**src/rtl/dual_port_arbiter_pkg.sv**
```systemverilog
package dual_port_arbiter_pkg;

  typedef enum logic [1:0] {
    OWN_NONE = 2'd0,
    OWN_DISP = 2'd1,
    OWN_HOST = 2'd2
  } owner_t;

  // strobes from the control to the timer datapath
  typedef struct packed {
    logic loadBusy;   // a write transaction has just ended
  } ctrlStrobes_t;

endpackage

```
**src/rtl/arb_timers.sv**
```systemverilog
module arb_timers
  import dual_port_arbiter_pkg::*;
#(
  parameter int PU_RD_CYC = 20,
  parameter int PU_WR_CYC = 40,
  parameter int WR_CYC    = 50
) (
  input  logic         clk,
  input  logic         rstN,
  input  ctrlStrobes_t strobes,
  output logic         noAck,
  output logic         rdReady,
  output logic         wrReady
);

  localparam int PU_MAX = (PU_RD_CYC > PU_WR_CYC) ? PU_RD_CYC : PU_WR_CYC;
  localparam int PU_W   = $clog2(PU_MAX + 1);
  localparam int WR_W   = $clog2(WR_CYC + 1);

  logic [PU_W-1:0] puCnt;
  logic [WR_W-1:0] busyCnt;
  logic            busy;

  // power-up counter, saturates at the longer of the two delays
  always_ff @(posedge clk) begin
    if (!rstN)                      puCnt <= '0;
    else if (puCnt != PU_W'(PU_MAX)) puCnt <= puCnt + 1'b1;
  end

  // self-timed program window, counts down to zero
  always_ff @(posedge clk) begin
    if (!rstN)                 busyCnt <= '0;
    else if (strobes.loadBusy) busyCnt <= WR_W'(WR_CYC);
    else if (busyCnt != '0)    busyCnt <= busyCnt - 1'b1;
  end

  assign busy    = (busyCnt != '0);
  assign rdReady = (puCnt >= PU_W'(PU_RD_CYC));
  assign wrReady = (puCnt >= PU_W'(PU_WR_CYC));
  assign noAck   = busy || !rdReady;

  p_busy_start_r7: assert property (@(posedge clk) disable iff (!rstN)
    strobes.loadBusy |=> noAck);

  p_busy_step_r7: assert property (@(posedge clk) disable iff (!rstN)
    (busyCnt != '0 && !strobes.loadBusy) |=> (busyCnt == $past(busyCnt) - 1'b1));

  p_wr_after_rd_r9: assert property (@(posedge clk) disable iff (!rstN)
    wrReady |-> rdReady);

endmodule

```
**src/rtl/arb_ctrl.sv**
```systemverilog
module arb_ctrl
  import dual_port_arbiter_pkg::*;
(
  input  logic         clk,
  input  logic         rstN,
  input  logic         dispReq,
  input  logic         dispWr,
  input  logic         hostReq,
  input  logic         hostWr,
  input  logic         noAck,
  output ctrlStrobes_t strobes,
  output logic         dispGrant,
  output logic         hostGrant,
  output logic         dispSclHold,
  output logic         hostSclHold
);

  owner_t owner, nextOwner;
  logic   keepOwner;
  logic   blocked;

  always_comb begin
    keepOwner = (owner == OWN_DISP && dispReq) || (owner == OWN_HOST && hostReq);
    strobes.loadBusy = (owner == OWN_DISP && !dispReq && dispWr) ||
                       (owner == OWN_HOST && !hostReq && hostWr);
    blocked = noAck || strobes.loadBusy;
    if (keepOwner)    nextOwner = owner;
    else if (blocked) nextOwner = OWN_NONE;
    else if (dispReq) nextOwner = OWN_DISP;   // fixed priority on ties
    else if (hostReq) nextOwner = OWN_HOST;
    else              nextOwner = OWN_NONE;
  end

  always_ff @(posedge clk) begin
    if (!rstN) begin
      owner       <= OWN_NONE;
      dispSclHold <= 1'b0;
      hostSclHold <= 1'b0;
    end else begin
      owner       <= nextOwner;
      dispSclHold <= dispReq && (nextOwner == OWN_HOST);
      hostSclHold <= hostReq && (nextOwner == OWN_DISP);
    end
  end

  assign dispGrant = (owner == OWN_DISP);
  assign hostGrant = (owner == OWN_HOST);

  p_one_owner_r2: assert property (@(posedge clk) disable iff (!rstN)
    !(dispGrant && hostGrant));

  p_disp_first_r4: assert property (@(posedge clk) disable iff (!rstN)
    (owner == OWN_NONE && dispReq && hostReq && !noAck) |=> dispGrant);

  p_hold_drop_r6: assert property (@(posedge clk) disable iff (!rstN)
    $fell(hostGrant) |-> !dispSclHold);

  p_no_grant_busy_r8: assert property (@(posedge clk) disable iff (!rstN)
    (noAck && owner == OWN_NONE) |=> (owner == OWN_NONE && !dispSclHold && !hostSclHold));

endmodule

```
**src/rtl/dual_port_arbiter.sv**
```systemverilog
module dual_port_arbiter
  import dual_port_arbiter_pkg::*;
#(
  parameter int PU_RD_CYC = 20,
  parameter int PU_WR_CYC = 40,
  parameter int WR_CYC    = 50
) (
  input  logic clk,
  input  logic rstN,
  input  logic dispReq,
  input  logic dispWr,
  input  logic hostReq,
  input  logic hostWr,
  output logic dispGrant,
  output logic hostGrant,
  output logic dispSclHold,
  output logic hostSclHold,
  output logic noAck,
  output logic rdReady,
  output logic wrReady
);

  ctrlStrobes_t strobes;

  arb_ctrl ctrl_i (
    .clk(clk), .rstN(rstN),
    .dispReq(dispReq), .dispWr(dispWr),
    .hostReq(hostReq), .hostWr(hostWr),
    .noAck(noAck), .strobes(strobes),
    .dispGrant(dispGrant), .hostGrant(hostGrant),
    .dispSclHold(dispSclHold), .hostSclHold(hostSclHold)
  );

  arb_timers #(
    .PU_RD_CYC(PU_RD_CYC), .PU_WR_CYC(PU_WR_CYC), .WR_CYC(WR_CYC)
  ) timers_i (
    .clk(clk), .rstN(rstN), .strobes(strobes),
    .noAck(noAck), .rdReady(rdReady), .wrReady(wrReady)
  );

endmodule

```
**config.mk**
```make
export PLATFORM = sky130hd
export DESIGN_NAME = dual_port_arbiter
export DESIGN_NICKNAME = d
export VERILOG_FILES = /design/src/rtl/dual_port_arbiter_pkg.sv /design/src/rtl/arb_timers.sv /design/src/rtl/arb_ctrl.sv /design/src/rtl/dual_port_arbiter.sv
export SDC_FILE = /design/constraint.sdc
export NUM_CORES = 1
export LEC_CHECK = 0
export BUFFER_PORTS_ARGS = -buffer_cell sky130_fd_sc_hd__clkbuf_2
export CORE_MARGIN = 5
export CORE_UTILIZATION = 41
export CTS_BUF_LIST = sky130_fd_sc_hd__clkbuf_16
export DETAILED_ROUTE_END_ITERATION = 16
export HOLD_SLACK_MARGIN = 0.12
export PLACE_DENSITY = 0.67
export SLEW_MARGIN = 30
export SYNTH_ARGS = -nofsm -noshare
export SYNTH_HDL_FRONTEND = slang
export SYNTH_SLANG_ARGS = --single-unit
```
**constraint.sdc**
```tcl
create_clock -name clk -period 1.5 [get_ports clk]
set_clock_uncertainty 0.1 [all_clocks]
set_input_delay 0.075 -clock clk [delete_from_list [all_inputs] [get_ports clk]]
set_output_delay 0.075 -clock clk [all_outputs]
set_load 0.05 [all_outputs]
```
==> run metrics <==
outcome=complete, but fails checks; failing checks=negative setup slack; Util after Layout=65.7%; pin count of the biggest net entering global routing=10; Final ANT Viol Nets=0; buffers added on ports=12; IO Pins=13; worst relative slew slack=78.5%; Yosys top cell area share=41.5%; Root Buffer=clkbuf_16; yosys warns=0; nets=132; Synth-to-Final Area Change=50.1%; via count=718; Hold Violations, Final=0; Critical Path End Type=output port; WHS=0.154 ns; n_diodes=0; die width=53.4 microns; Max Buffers Root-to-Sink=2; # rows=15; first-pass GRT wire length=3330 microns; max-cap violation count=0; initial antenna violation count=0; Worst IR Drop VDD=1380 uV; sequential share of the synthesized area=41.5%; Iter 0 DRT Violations=14; vias in the first global route=769; Synth area leaders=dfxtp_1 (41%), nor2_1 (5.8%), xnor2_1 (5.7%); worst slew pin tran=0.318 ns; DR vias/cell=4.88; 1st-pass router iterations=4; Wirelength per Cell=12.2 microns; Final Slew Violations=0; die height=53.4 microns; period utilization=105%; Syn Inst Count=88; clk sink count=16; startpoint types=register; Area after DPL=953 sq um; WP data required=1.32 ns; fin crit period=1.57 ns; CTS tree=built; # setup viols final=4; DRC Markers=0; Pwr per Cell Area=1610 nW/um^2; Total GRT Usage=16.3%; final instance count without filler cells=147; r2r setup slk=-0.06 ns; RSZ-0062 raised after global routing=true; layout cell share with drive strength beyond 1=34.4%; Yosys reg bits=16; Synth Net Count=97; final WL=1790 microns; Synth area leader=dfxtp_1; synth unique cells=28; H-tree levels=1; Num CTS Buffers=3; GR Overflow Total=0; post-route design area=1160 sq um; CP Class=register to output port; worst slack at placement=-0.0319 ns; core box area=1760 sq um; total placed cells including tap cells=135; Syn Std Cell Area=772 sq um; Max FO, Critical Path=2; initial core utilization=43.8%; Die Footprint=2850 sq um; class of the worst hold path=input pin to register; Arr. time, crit path=1.40 ns; fmax=0.635 GHz; Placer Congestion=0.851; Mean Syn Cell Area=8.77 sq um; clock-pin slew on the worst setup and hold paths=0.05 ns; clock latency on the worst-skew pair=0.25 ns; static leakage power=0.000482 uW; Setup WS post-layout=-0.0747 ns; DP Wirelength=1220 microns
## metrics by stage
step	total power, uW	setup TNS, ns
finish	1870	-0.183
global route	2000	-0.509
CTS	1810	-0.285
detailed placement	1140	-0.0880
global placement	1120	0
floorplan	956	0
## layer usage
metal	wire (microns)	up-vias	GRT usage (%)	part of all wire [%]
li1	-	364	-	-
met1	745	338	16.9	42
met2	970	14	29.8	54
met3	66	2	7.04	3.7
met4	6	0	3.83	0.34
met5	0	-	0	0
## cells by family after synthesis
logic type,after synthesis,share of synthesized area [%]
and+or+nand+nor,38,25.4
DFF,16,41.5
AOI/OAI and AO/OA,14,13.6
buffers and inverters,8,3.89
xor gates and xnor gates,7,7.94
adders and majority gates,3,4.86
muxes,2,2.76
## synth_stat cells
cell type / count
o21ai_1: 2
nor3b_1: 1
a31oi_1: 2
o21ai_0: 1
or4b_1: 1
o21bai_2: 1
xnor2_1: 5
mux2i_1: 1
a21oi_1: 5
nand3_1: 4
ha_1: 3
nor4bb_1: 1
dfxtp_1: 16
mux2_1: 1
nor2b_1: 4
or3_4: 1
nor2_1: 12
nand2_1: 8
a211oi_4: 1
and3_1: 1
a211oi_2: 1
nor2_2: 1
nand2b_1: 2
nand3b_1: 1
xor2_1: 2
a32oi_1: 1
nor3_1: 1
inv_1: 8
## report_power, final
part           switching, uW  internal, uW  total (uW)
sequential              44.8           501         546
combinational            350           457         808
clock                    162           353         516
## layout make-up
cell class	count	area [sq um]
Clock buffer	3	75.1
Clock inverter	1	3.75
Fill cell	160	606
Inverter	8	30.0
Multi-Input combinational cell	64	474
Sequential cell	16	320
Tap cell	25	31.3
Timing Repair Buffer	30	224
## worst max-delay path, stage by stage (launching register included)
cell and delay, ns:
dfxtp_1 0.30, or3_4 0.40, a211oi_4 0.21, inv_2 0.08, buf_8 0.15
## cell usage in the layout (no fill, tap or decap), types with 2 or more instances in the layout
master and n:
dfxtp_1 16, nor2_1 12, clkbuf_2 11, buf_4 11, nand2_1 8, dlygate4sd3_1 6, inv_1 5, xnor2_1 5
nand3_1 4, a21oi_1 4, inv_2 3, clkbuf_16 3, o21ai_1 2, nor2b_4 2, nor2b_1 2, a31oi_1 2
xor2_1 2, ha_1 2
## what timing repair did
item,CTS,global route
setup endpoints to repair,5,11
hold buffers,6,1
endpoints found under the hold margin,9,2
buffers inserted,2,0
pin swaps,3,2
resized for setup,6,8
## sequential cells by signal, indices dropped and copies added (netlist names)
signal / count
timers_i.busyCnt: 6
ctrl_i.dispSclHold: 1
timers_i.puCnt: 6
ctrl_i.hostSclHold: 1
ctrl_i.owner: 2
## final timing paths
check | startpoint | end | cells after the start
hold reg to reg | timers_i.busyCnt[2]$_SDFFE_PP0P_ | timers_i.busyCnt[2]$_SDFFE_PP0P_ | 2
hold / removal | rstN | timers_i.puCnt[5]$_SDFFE_PN0N_ | 3
setup reg to reg | timers_i.busyCnt[3]$_SDFFE_PP0P_ | timers_i.busyCnt[1]$_SDFFE_PN0P_ | 5
setup / recovery | timers_i.busyCnt[3]$_SDFFE_PP0P_ | noAck | 4
Note: power is estimated with default switching activity, not from simulation.
